### src/rtl/disp_i2c_pkg.sv
package disp_i2c_pkg;
  // bus events seen in the system clock domain
  typedef struct packed {
    logic sclRise;
    logic sclFall;
    logic startSeen;
    logic stopSeen;
  } busEvt_t;

  // strobes from control to datapath
  typedef struct packed {
    logic shiftIn;
    logic loadTx;
    logic cmdStb;
    logic ramStb;
  } dpStb_t;

  typedef enum logic [2:0] {
    ST_IDLE, ST_ADDR, ST_CTRL, ST_DATA, ST_READ, ST_SKIP
  } rxState_t;
endpackage

### src/rtl/disp_i2c_dp.sv
module disp_i2c_dp
  import disp_i2c_pkg::*;
#(
  parameter int RAM_DEPTH   = 918,
  parameter int ADDR_W      = $clog2(RAM_DEPTH),
  parameter int SYNC_STAGES = 2
) (
  input  logic              clk,
  input  logic              rstN,
  input  logic              sclIn,
  input  logic              sdaIn,
  input  logic [7:0]        statusIn,
  input  dpStb_t            stb,
  output busEvt_t           evt,
  output logic              sdaNow,
  output logic [7:0]        rxByte,
  output logic [7:0]        txByte,
  output logic              cmdValid,
  output logic [7:0]        cmdByte,
  output logic              ramWrEn,
  output logic [ADDR_W-1:0] ramAddr,
  output logic [7:0]        ramData
);
  localparam logic [ADDR_W-1:0] LastAddr = ADDR_W'(RAM_DEPTH - 1);

  logic [SYNC_STAGES-1:0] sclPipe, sdaPipe;
  logic sclNow, sclPrev, sdaPrev;
  logic [6:0] shiftReg;

  // two-flop synchronisers, idle bus is high
  always_ff @(posedge clk or negedge rstN) begin
    if (!rstN) begin
      sclPipe <= '1;
      sdaPipe <= '1;
      sclPrev <= 1'b1;
      sdaPrev <= 1'b1;
    end else begin
      sclPipe <= {sclPipe[SYNC_STAGES-2:0], sclIn};
      sdaPipe <= {sdaPipe[SYNC_STAGES-2:0], sdaIn};
      sclPrev <= sclNow;
      sdaPrev <= sdaNow;
    end
  end

  assign sclNow = sclPipe[SYNC_STAGES-1];
  assign sdaNow = sdaPipe[SYNC_STAGES-1];

  always_comb begin
    evt.sclRise   = sclNow & ~sclPrev;
    evt.sclFall   = ~sclNow & sclPrev;
    evt.startSeen = sclNow & sclPrev & sdaPrev & ~sdaNow;
    evt.stopSeen  = sclNow & sclPrev & ~sdaPrev & sdaNow;
  end

  assign rxByte = {shiftReg, sdaNow};

  always_ff @(posedge clk or negedge rstN) begin
    if (!rstN) begin
      shiftReg <= '0;
      txByte   <= '0;
      cmdValid <= 1'b0;
      cmdByte  <= '0;
      ramWrEn  <= 1'b0;
      ramData  <= '0;
      ramAddr  <= '0;
    end else begin
      if (stb.shiftIn) shiftReg <= rxByte[6:0];
      if (stb.loadTx)  txByte   <= statusIn;
      cmdValid <= stb.cmdStb;
      ramWrEn  <= stb.ramStb;
      if (stb.cmdStb) cmdByte <= rxByte;
      if (stb.ramStb) ramData <= rxByte;
      // pointer steps once the write cycle has been presented
      if (ramWrEn) ramAddr <= (ramAddr == LastAddr) ? '0 : ramAddr + 1'b1;
    end
  end
endmodule

### src/rtl/disp_i2c_ctrl.sv
module disp_i2c_ctrl
  import disp_i2c_pkg::*;
#(
  parameter logic [4:0] ADDR_HI = 5'b01111
) (
  input  logic       clk,
  input  logic       rstN,
  input  busEvt_t    evt,
  input  logic       sdaNow,
  input  logic [7:0] rxByte,
  input  logic [7:0] txByte,
  input  logic [1:0] addrStrap,
  output dpStb_t     stb,
  output logic       sdaPullLow
);
  rxState_t   state;
  logic [3:0] bitCnt;
  logic       coBit, dcBit, ackThis;
  logic       busy, addrHit, lastBit, ackSlot;

  assign busy    = state inside {ST_ADDR, ST_CTRL, ST_DATA, ST_READ};
  assign addrHit = rxByte[7:1] == {ADDR_HI, addrStrap};
  assign lastBit = evt.sclRise && busy && bitCnt == 4'd7;
  assign ackSlot = evt.sclRise && busy && bitCnt == 4'd8;

  always_comb begin
    stb = '0;
    stb.shiftIn = evt.sclRise && busy;
    if (lastBit && state == ST_DATA) begin
      stb.cmdStb = ~dcBit;
      stb.ramStb = dcBit;
    end
    if (lastBit && state == ST_ADDR && addrHit && rxByte[0]) stb.loadTx = 1'b1;
    if (ackSlot && state == ST_READ && !sdaNow) stb.loadTx = 1'b1;
  end

  always_ff @(posedge clk or negedge rstN) begin
    if (!rstN) begin
      state      <= ST_IDLE;
      bitCnt     <= '0;
      coBit      <= 1'b0;
      dcBit      <= 1'b0;
      ackThis    <= 1'b0;
      sdaPullLow <= 1'b0;
    end else if (evt.stopSeen || evt.startSeen) begin
      state      <= evt.startSeen ? ST_ADDR : ST_IDLE;
      bitCnt     <= '0;
      ackThis    <= 1'b0;
      sdaPullLow <= 1'b0;
    end else begin
      if (ackSlot) begin
        bitCnt <= '0;
        if (state == ST_READ && sdaNow) state <= ST_SKIP;
      end else if (evt.sclRise && busy) begin
        bitCnt <= bitCnt + 1'b1;
        if (bitCnt == 4'd7) begin
          unique case (state)
            ST_ADDR: begin
              ackThis <= addrHit;
              if (!addrHit)       state <= ST_SKIP;
              else if (rxByte[0]) state <= ST_READ;
              else                state <= ST_CTRL;
            end
            ST_CTRL: begin
              ackThis <= 1'b1;
              coBit   <= rxByte[7];
              dcBit   <= rxByte[6];
              state   <= ST_DATA;
            end
            ST_DATA: begin
              ackThis <= 1'b1;
              if (coBit) state <= ST_CTRL;
            end
            default: ackThis <= 1'b0;
          endcase
        end
      end
      if (evt.sclFall) begin
        if (bitCnt == 4'd8)        sdaPullLow <= ackThis;
        else if (state == ST_READ) sdaPullLow <= ~txByte[~bitCnt[2:0]];
        else                       sdaPullLow <= 1'b0;
      end
    end
  end
endmodule

### src/rtl/disp_i2c_rx.sv
module disp_i2c_rx
  import disp_i2c_pkg::*;
#(
  parameter int RAM_DEPTH = 918,
  parameter int ADDR_W    = $clog2(RAM_DEPTH)
) (
  input  logic              clk,
  input  logic              rstN,
  input  logic              sclIn,
  input  logic              sdaIn,
  output logic              sdaPullLow,
  input  logic [1:0]        addrStrap,
  input  logic [7:0]        statusIn,
  output logic              cmdValid,
  output logic [7:0]        cmdByte,
  output logic              ramWrEn,
  output logic [ADDR_W-1:0] ramAddr,
  output logic [7:0]        ramData
);
  busEvt_t    evt;
  dpStb_t     stb;
  logic       sdaNow;
  logic [7:0] rxByte, txByte;

  disp_i2c_dp #(.RAM_DEPTH(RAM_DEPTH), .ADDR_W(ADDR_W)) u_dp (
    .clk(clk), .rstN(rstN), .sclIn(sclIn), .sdaIn(sdaIn), .statusIn(statusIn),
    .stb(stb), .evt(evt), .sdaNow(sdaNow), .rxByte(rxByte), .txByte(txByte),
    .cmdValid(cmdValid), .cmdByte(cmdByte), .ramWrEn(ramWrEn),
    .ramAddr(ramAddr), .ramData(ramData)
  );

  disp_i2c_ctrl u_ctrl (
    .clk(clk), .rstN(rstN), .evt(evt), .sdaNow(sdaNow), .rxByte(rxByte),
    .txByte(txByte), .addrStrap(addrStrap), .stb(stb), .sdaPullLow(sdaPullLow)
  );
endmodule

### config.mk
export PLATFORM = sky130hd
export DESIGN_NAME = disp_i2c_rx
export DESIGN_NICKNAME = d
export VERILOG_FILES = /design/src/rtl/disp_i2c_pkg.sv /design/src/rtl/disp_i2c_dp.sv /design/src/rtl/disp_i2c_ctrl.sv /design/src/rtl/disp_i2c_rx.sv
export SDC_FILE = /design/constraint.sdc
export NUM_CORES = 1
export LEC_CHECK = 0
export BUFFER_PORTS_ARGS = -buffer_cell sky130_fd_sc_hd__buf_2
export CORE_MARGIN = 4
export CORE_UTILIZATION = 55
export CTS_BUF_LIST = sky130_fd_sc_hd__clkbuf_8
export CTS_CLUSTER_DIAMETER = 100
export DETAILED_ROUTE_END_ITERATION = 7
export PLACE_DENSITY = 0.89
export RECOVER_POWER = 50
export SLEW_MARGIN = 10
export SYNTH_ARGS = -nofsm -noshare
export SYNTH_HDL_FRONTEND = slang
export SYNTH_SLANG_ARGS = --single-unit
export TNS_END_PERCENT = 1
### constraint.sdc
create_clock -name clk -period 2.97 [get_ports clk]
set_input_delay 0.594 -clock clk [delete_from_list [all_inputs] [get_ports clk]]
set_output_delay 0.594 -clock clk [all_outputs]
set_load 0.01 [all_outputs]
==> flow_summary.json, run 1 <==
{
  "cp_max_fo": 13,
  "area_delta_synth_final_pct": 18.3,
  "power.share.clock_pct": 44.1,
  "critPathSlowestCell": "nor4_4",
  "maxSlewHeadroom_pct": 5.35,
  "arrival_ns": 2.77,
  "cts_made_buffers": 9,
  "clock-sinks": 60,
  "sw_frac_of_total_pct": 24.4,
  "insertedDiodeCount": 0,
  "num_vias": 2036,
  "status": "finished clean",
  "crit_buf_inv": 0,
  "clk_pin_slew_worst_paths_ns": 0.07,
  "critPathRequiredTime_ns": 3.19,
  "syn_area_per_cell_um2": 12.0,
  "antenna_left": 0,
  "dr.first_iter.drc_count": 133,
  "setup_violations": 0,
  "clock_latency_ns": 0.34,
  "dp_hpwl_um": 4030,
  "ys_seq_elements": 60,
  "ios": 43,
  "synth_async_sr_flop_share_pct": 100,
  "netlist.area_leader.share_pct": 48.9,
  "dr.pass1.iters": 4,
  "p_int_mw": 1.40,
  "drt-wirelength-per-cell_um": 16.2,
  "path_cells": "or3b_1 -> a21o_1 -> nor4_4 -> mux2_2",
  "post_cts_resize_count": 0,
  "worst_pin_slew_ns": 1.42,
  "io_buffer_count": 42,
  "met3_usage_pct": 5.56,
  "min_path_type": "input port to flip-flop",
  "synth_commonest_cells": "dfrtp_1, nand2_1, mux2_2",
  "post-synth-top-count-cell": "dfrtp_1",
  "synth_nets": 249,
  "fp.dieW_um": 78.9,
  "die_h_um": 78.9,
  "rsz0062_at_grt": "false",
  "start_util_pct": 57.7,
  "crit_type": "flip-flop to flip-flop",
  "fin_crit_sh_pct": 85.8,
  "crit_path_start_kind": "flip-flop",
  "ys_warn_count": 0,
  "combPwrFrac_pct": 6.0,
  "leakage_nw": 1.62,
  "fmax_mhz": 392,
  "final_hold_viol_count": 0,
  "avgViaCountPerCell": 5.75,
  "skew_ns": 0.0100,
  "clk_path_buf_depth": 2,
  "netlist_area_um2": 2760,
  "num-nets-final": 300,
  "power_density_nw_per_um2": 568,
  "end_kind": "flip-flop",
  "drive_above_1_share_pct": 31.7,
  "antenna_found_initial": 0,
  "synth.distinct_cells": 55,
  "hold_buffers": 0,
  "synth_edf_count": 0,
  "drc": 0,
  "cts_tree": "built",
  "finalSetupTns_ns": 0,
  "fp.dieArea_um2": 6220,
  "final.min_clock_period_ns": 2.55,
  "grt_pass1_vias": 2063,
  "p_sw_mw": 0.453,
  "cp_top_family": "simple AND/OR/NAND/NOR gates",
  "cts_setup_buffers": 0,
  "grt_max_degree": 28,
  "htree_levels": 3,
  "maxSlewViolCount": 0,
  "seq_area_frac_synth_pct": 54.6,
  "syn_inst": 231,
  "gp_congestion": 0.837,
  "drt-total-wl_um": 5720,
  "max-vdd-ir-drop_uv": 412,
  "cts_root_buf": "clkbuf_8",
  "overflow": 0,
  "maxCapViolations": 0,
  "rows": 25,
  "use_met1_pct": 24.3,
  "pwr-share-seq_pct": 49.9,
  "fillers": 350,
  "grt_pass1_wl_um": 9540,
  "grt_usage_pct": 20.2,
  "crit_path_max_incr_delay_ns": 0.59,
  "synth_area_leader_cell": "dfrtp_1",
  "grtUsageMet2_pct": 32.3,
  "synth_ff_type": "dfrtp_1",
  "coreArea_um2": 4790,
  "whs_ns": 0.352,
  "synthTopCellsByArea": "dfrtp_1, mux2_2, dfstp_2, nand2_1, ha_1",
  "busiest_layer": "met2"
}
-- cells in the final DEF (no fill, tap or decap), types with 4 or more instances in the layout --
| cell | count |
|---|---|
| clkbuf_1 | 9 |
| xnor2_1 | 5 |
| mux2_2 | 26 |
| nor2_1 | 7 |
| o21ai_0 | 5 |
| nand2b_1 | 4 |
| buf_2 | 35 |
| dfrtp_1 | 54 |
| inv_1 | 9 |
| clkbuf_8 | 10 |
| nand2_1 | 29 |
| ha_1 | 4 |
| nor2b_1 | 6 |
| nand3_1 | 5 |
-- sequential cells by signal, indices dropped and copies added (netlist names) --
register           flops
u_dp.ramWrEn           1
u_ctrl.state           3
u_dp.cmdValid          1
u_ctrl.bitCnt          4
u_dp.sdaPipe           2
u_dp.shiftReg          7
u_dp.txByte            8
u_dp.sclPrev           1
u_dp.ramData           8
u_dp.cmdByte           8
u_ctrl.ackThis         1
u_ctrl.coBit           1
u_dp.sclPipe           2
u_ctrl.sdaPullLow      1
u_dp.ramAddr          10
u_dp.sdaPrev           1
u_ctrl.dcBit           1
-- routing by layer --
layer | up-vias | wire [um]
li1 | 947 | -
met1 | 1002 | 2370
met2 | 70 | 2850
met3 | 17 | 346
met4 | 0 | 154
met5 | - | 0
-- per-stage QoR --
| stage | area [um2] | util [%] | instances | total power, mW | setup slack (ns) |
|---|---|---|---|---|---|
| 2_1_floorplan | 2760 | - | 231 | 0.989 | 0.889 |
| 3_3_place_gp | 3060 | 63.9 | 338 | 1.04 | 0.519 |
| 3_5_place_dp | 3060 | 63.9 | 338 | 1.05 | 0.444 |
| 4_1_cts | 3280 | 68.6 | 354 | 1.88 | 0.425 |
| 5_1_grt | 3270 | 68.3 | 354 | 1.94 | 0.313 |
| 6_report | 3270 | 68.3 | 354 | 1.85 | 0.422 |
-- power by group through the flow --
| stage | Sequential [mW] | Combinational (mW) | Clock [mW] |
|---|---|---|---|
| global placement | 0.939 | 0.106 | 0 |
| finish | 0.925 | 0.111 | 0.818 |
| floorplan | 0.918 | 0.0710 | 0 |
| global route | 0.932 | 0.127 | 0.878 |
| detailed placement | 0.940 | 0.112 | 0 |
| CTS | 0.925 | 0.114 | 0.836 |
-- cells by family after synthesis --
| logic type | count (synthesis) | share of synthesized area, % |
|---|---|---|
| compound gates | 37 | 10.1 |
| simple gates | 80 | 16.7 |
| buf+inv | 14 | 1.95 |
| xor+xnor | 7 | 2.22 |
| fa+ha+maj | 4 | 1.81 |
| flops | 60 | 54.6 |
| mux | 29 | 12.6 |
-- area by class of cell --
| cell class | count | area [um2] | share of cell area, % |
|---|---|---|---|
| Tap cell | 67 | 83.8 | 2.57 |
| Sequential cell | 60 | 1510 | 46.2 |
| Clock buffer | 10 | 138 | 4.21 |
| Timing Repair Buffer | 45 | 216 | 6.63 |
| Inverter | 9 | 33.8 | 1.03 |
| Clock inverter | 6 | 87.6 | 2.68 |
| Multi-Input combinational cell | 157 | 1200 | 36.7 |
-- worst paths after layout --
path | from | endpoint | slack (ns) | cells past startpoint
worst max-delay path | u_ctrl.state[0] | u_dp.cmdByte[6] | 0.42 | 4
worst min-delay path | sdaIn | u_dp.sdaPipe[0] | 0.35 | 1
worst max register to register | u_ctrl.state[0] | u_dp.cmdByte[6] | 0.42 | 4
worst min register to register | u_dp.sdaPipe[0] | u_dp.sdaPipe[1] | 0.36 | 0
max in group asynchronous | rstN | u_ctrl.dcBit | 0.89 | 2
min in group asynchronous | rstN | u_ctrl.state[1] | 0.57 | 1
-- worst reg2reg max path, cell delays in order (launching register included) --
cell and delay, ns:
dfrtp_1 0.51, or3b_1 0.53, a21o_1 0.38, nor4_4 0.59, mux2_2 0.41
Note: power is estimated with default switching activity, not from simulation.
==> run 2: changes to the inputs <==
PLACE_DENSITY = 0.76   (was 0.89)
REMOVE_ABC_BUFFERS = 1   (was unset)
==> flow_summary.json, run 2 (synthesis results as in run 1) <==
{
  "antenna_found_initial": 0,
  "final.min_clock_period_ns": 2.56,
  "post_cts_resize_count": 0,
  "rsz0062_at_grt": "false",
  "rows": 25,
  "final_hold_viol_count": 0,
  "num_vias": 1979,
  "cp_max_fo": 13,
  "start_util_pct": 57.7,
  "antenna_left": 0,
  "setup_ws_ns": 0.406,
  "fmax_mhz": 390,
  "avgViaCountPerCell": 5.61,
  "area_delta_synth_final_pct": 17.4,
  "clock-sinks": 60,
  "crit_path_start_kind": "flip-flop",
  "grt_pass1_wl_um": 9540,
  "critPathRequiredTime_ns": 3.20,
  "drc": 0,
  "placed_area_um2": 3050,
  "insertedDiodeCount": 0,
  "fin_area_um2": 3240,
  "fp.dieArea_um2": 6220,
  "drt-wirelength-per-cell_um": 15.3,
  "maxSlewViolCount": 0,
  "arrival_ns": 2.79,
  "maxSlewHeadroom_pct": 6.15,
  "coreArea_um2": 4790,
  "grt_pass1_vias": 2045,
  "layout_commonest_cell": "dfrtp_1",
  "dp_hpwl_um": 3780,
  "regMostFlops": "u_dp.ramAddr",
  "die_h_um": 78.9,
  "max-vdd-ir-drop_uv": 406,
  "num-nets-final": 299,
  "final_cell_mix": "dfrtp_1, buf_2, nand2_1, mux2_2",
  "clk_path_buf_depth": 2,
  "grt_usage_pct": 19.7,
  "min_path_type": "input port to flip-flop",
  "drive_above_1_share_pct": 32.9,
  "worst_pin_slew_ns": 1.41,
  "dr.pass1.iters": 4,
  "totalPowerFinal_mw": 1.76,
  "cts_tree": "built",
  "hold_buffers": 0,
  "drt-total-wl_um": 5390,
  "cts_setup_buffers": 0,
  "end_kind": "flip-flop",
  "largest_reg_flops": 10,
  "ios": 43,
  "whs_ns": 0.361,
  "finalSetupTns_ns": 0,
  "htree_levels": 3,
  "cts_root_buf": "clkbuf_8",
  "io_buffer_count": 42,
  "gp_congestion": 0.805,
  "grt_max_degree": 61,
  "leakage_nw": 1.61,
  "status": "finished clean",
  "clk_pin_slew_worst_paths_ns": 0.07,
  "power_density_nw_per_um2": 544,
  "overflow": 0,
  "pre_cts_ws_ns": 0.418,
  "crit_type": "flip-flop to flip-flop",
  "setup_violations": 0,
  "fin_crit_sh_pct": 86.3,
  "maxCapViolations": 0,
  "dr.first_iter.drc_count": 115,
  "fp.dieW_um": 78.9,
  "clock_latency_ns": 0.34,
  "cts_made_buffers": 9,
  "skew_ns": 0.0123
}
-- run 2: metal layers --
| layer | up-vias | part of all wire, % | GRT usage (%) | routed length [um] |
|---|---|---|---|---|
| met2 | 54 | 50 | 32.0 | 2700 |
| met4 | 0 | 1.8 | 8.76 | 98 |
| met1 | 969 | 43 | 25.6 | 2300 |
| met5 | - | 0 | 0 | 0 |
| li1 | 945 | - | - | - |
| met3 | 11 | 5.4 | 4.20 | 289 |
-- run 2: worst paths after layout --
path,to,depth (start not counted),from,slack (ns)
worst min register to register,u_dp.sdaPipe[1],0,u_dp.sdaPipe[0],0.37
max in group asynchronous,u_ctrl.coBit,2,rstN,1.45
min in group asynchronous,u_dp.ramAddr[2],2,rstN,0.64
worst min-delay path,u_dp.sdaPipe[0],1,sdaIn,0.36
worst max register to register,u_dp.cmdByte[0],4,u_ctrl.state[0],0.41
worst max-delay path,u_dp.cmdByte[0],4,u_ctrl.state[0],0.41
-- run 2: area by class of cell --
type | count | area [um2]
Clock inverter | 7 | 76.3
Timing Repair Buffer | 44 | 215
Clock buffer | 9 | 124
Fill cell | 383 | 1550
Tap cell | 67 | 83.8
Multi-Input combinational cell | 157 | 1200
Sequential cell | 60 | 1510
Inverter | 9 | 33.8
-- run 2: power by group --
| part | leakage, nW | internal, mW | switching, mW |
|---|---|---|---|
| Combinational | 0.699 | 0.0466 | 0.0603 |
| Clock | 0.0958 | 0.391 | 0.342 |
| Sequential | 0.811 | 0.859 | 0.0655 |
| Total | 1.61 | 1.30 | 0.468 |
-- run 2: critical path, stage by stage, from the launching register on --
cell	delay (ns)
dfrtp_1	0.51
or3b_1	0.53
a21o_1	0.39
nor4_4	0.60
mux2_2	0.41
-- run 2: metrics by stage --
stage               utilization [%]  cells
detailed placement             63.7    337
floorplan                         -    226
global route                   67.7    353
CTS                            67.9    353
global placement               63.7    337
finish                         67.7    353
==> run 3: changes to the inputs <==
ABC_AREA = 1   (was unset)
PLACE_DENSITY = 0.75   (was 0.76)
==> flow_summary.json, run 3 <==
{
  "path_cells": "o21ai_0 -> nand2_4 -> nand2_1 -> nor2_8 -> nand3_4 -> nand2_1 -> nand2_1 -> o21ai_1",
  "leakage_nw": 1.79,
  "synth_async_sr_flop_share_pct": 100,
  "post-synth-top-count-cell": "nand2_1",
  "regMostFlops": "u_dp.ramAddr",
  "syn_inst": 332,
  "num-nets-final": 400,
  "dr.first_iter.drc_count": 99,
  "cts_made_buffers": 9,
  "ios": 43,
  "clock-sinks": 60,
  "avgViaCountPerCell": 5.11,
  "worst_pin_slew_ns": 1.66,
  "htree_levels": 3,
  "gp_congestion": 0.846,
  "drt-wirelength-per-cell_um": 12.5,
  "final_util_pct": 68.1,
  "setup_ws_ns": 0.790,
  "reg2reg_from": "u_ctrl.state[0]",
  "grt_usage_pct": 19.9,
  "syn_area_per_cell_um2": 8.62,
  "finalSetupTns_ns": 0,
  "clk_path_buf_depth": 2,
  "setup_violations": 0,
  "final.min_clock_period_ns": 2.18,
  "clk_pin_slew_worst_paths_ns": 0.06,
  "worstHoldStart": "sclIn",
  "post_cts_resize_count": 0,
  "antenna_found_initial": 0,
  "crit_type": "flip-flop to flip-flop",
  "num_vias": 2313,
  "dr.pass1.iters": 4,
  "final_cell_mix": "nand2_1, dfrtp_1, inv_1, buf_2, o21ai_0",
  "start_util_pct": 58.7,
  "hold_buffers": 0,
  "fp.dieArea_um2": 6420,
  "synthTopCellsByArea": "dfrtp_1, nand2_1, dfstp_2, inv_1, o21ai_0",
  "power_density_nw_per_um2": 607,
  "drc": 0,
  "synth_edf_count": 0,
  "pre_cts_ws_ns": 0.952,
  "startpoint": "u_ctrl.state[0]",
  "worst_r2r_path_depth": 8,
  "grt_max_degree": 33,
  "seq_area_frac_synth_pct": 52.7,
  "crit_path_max_incr_delay_ns": 0.45,
  "final_hold_viol_count": 0,
  "largest_reg_flops": 10,
  "skew_ns": 0.00666,
  "cp_max_fo": 15,
  "synth_commonest_cells": "nand2_1, dfrtp_1, inv_1",
  "violations": "capacitance limit, slew limit",
  "arrival_ns": 2.39,
  "fmax_mhz": 459,
  "fin_crit_sh_pct": 73.4,
  "die_h_um": 80.1,
  "fillers": 398,
  "io_buffer_count": 42,
  "worst-r2r-setup-slack_ns": 0.79,
  "min_to": "u_dp.sclPipe[0]",
  "drive_above_1_share_pct": 19.2,
  "critPathRequiredTime_ns": 3.18,
  "dp_hpwl_um": 4040,
  "crit_top_cell": "nand2_1",
  "max-vdd-ir-drop_uv": 315,
  "area_delta_synth_final_pct": 16.1,
  "synth.distinct_cells": 31,
  "critPathSlowestCell": "dfrtp_1",
  "netlist.area_leader.share_pct": 47.2,
  "status": "finished with violations",
  "maxSlewHeadroom_pct": -10.6,
  "ys_warn_count": 0,
  "min_path_cells": 1,
  "rsz0062_at_grt": "false",
  "maxSlewViolCount": 33,
  "rows": 25,
  "drt-total-wl_um": 5670,
  "cts_root_buf": "clkbuf_8",
  "cts_tree": "built",
  "clock_latency_ns": 0.34,
  "synth_ff_type": "dfrtp_1",
  "coreArea_um2": 4880,
  "min_path_type": "input port to flip-flop",
  "grt_pass1_wl_um": 9740,
  "cts_setup_buffers": 0,
  "overflow": 0,
  "fp.dieW_um": 80.1,
  "ys_seq_elements": 60,
  "maxCapViolations": 1,
  "end_kind": "flip-flop",
  "synth_area_leader_cell": "dfrtp_1",
  "crit_path_start_kind": "flip-flop",
  "antenna_left": 0,
  "netlist_area_um2": 2860,
  "layout_commonest_cell": "nand2_1",
  "insertedDiodeCount": 0,
  "reg2reg_to": "u_dp.txByte[7]",
  "grt_pass1_vias": 2198
}
run 3: final cells by class:
class | count | area, um2 | area share [%]
Clock inverter | 3 | 37.5 | 1.13
Multi-Input combinational cell | 230 | 1180 | 35.4
Sequential cell | 60 | 1510 | 45.4
Tap cell | 67 | 83.8 | 2.52
Timing Repair Buffer | 44 | 214 | 6.44
Inverter | 37 | 139 | 4.18
Clock buffer | 12 | 165 | 4.97
run 3: worst max path at each step:
stage | endpoint | slack (ns) | depth (start not counted)
2_1_floorplan | u_dp.txByte[0] | 1.24 | 10
3_5_place_dp | u_dp.txByte[0] | 0.95 | 10
3_3_place_gp | u_dp.txByte[7] | 1.01 | 10
5_1_grt | u_dp.cmdByte[6] | 0.59 | 9
4_1_cts | u_dp.txByte[7] | 0.93 | 10
6_report | u_dp.txByte[7] | 0.79 | 8
run 3: cells by family (layout without fill, tap and decap cells):
| family | count (synthesis) | in the layout | synth area share [%] |
|---|---|---|---|
| compound gates | 53 | 53 | 10.8 |
| xor+xnor | 3 | 3 | 0.918 |
| fa+ha+maj | 4 | 4 | 1.75 |
| buf+inv | 42 | 96 | 5.94 |
| flops | 60 | 60 | 52.7 |
| mux | 1 | 1 | 0.350 |
| simple gates | 169 | 169 | 27.5 |
run 3: stage by stage:
stage	instance area (um2)	hold slack [ns]	std cells	total power, mW
after floorplan	2830	0.298	327	1.19
after CTS	3340	0.269	453	2.04
after detailed placement	3140	0.349	438	1.30
after global routing	3320	0.344	453	2.13
final	3320	0.352	453	2.02
after global placement	3140	0.346	438	1.29
run 3: routing by layer:
metal | vias to the layer above | wire [um] | global-route usage, %
li1 | 1171 | - | -
met1 | 1079 | 2660 | 25.7
met2 | 50 | 2620 | 31.1
met3 | 13 | 258 | 4.82
met4 | 0 | 135 | 10.1
met5 | - | 0 | 0
run 3: power breakdown:
part	total (mW)	internal, mW	switching, mW
sequential	1.01	0.897	0.114
clock	0.741	0.445	0.295
combinational	0.265	0.0976	0.167
run 3: worst max-delay path: cells and delay by family (launching register included):
| family | cells | cell delay [ns] |
|---|---|---|
| AO/OA/AOI/OAI | 2 | 0.49 |
| AND/OR/NAND/NOR | 6 | 1.10 |
| flip-flops | 1 | 0.45 |
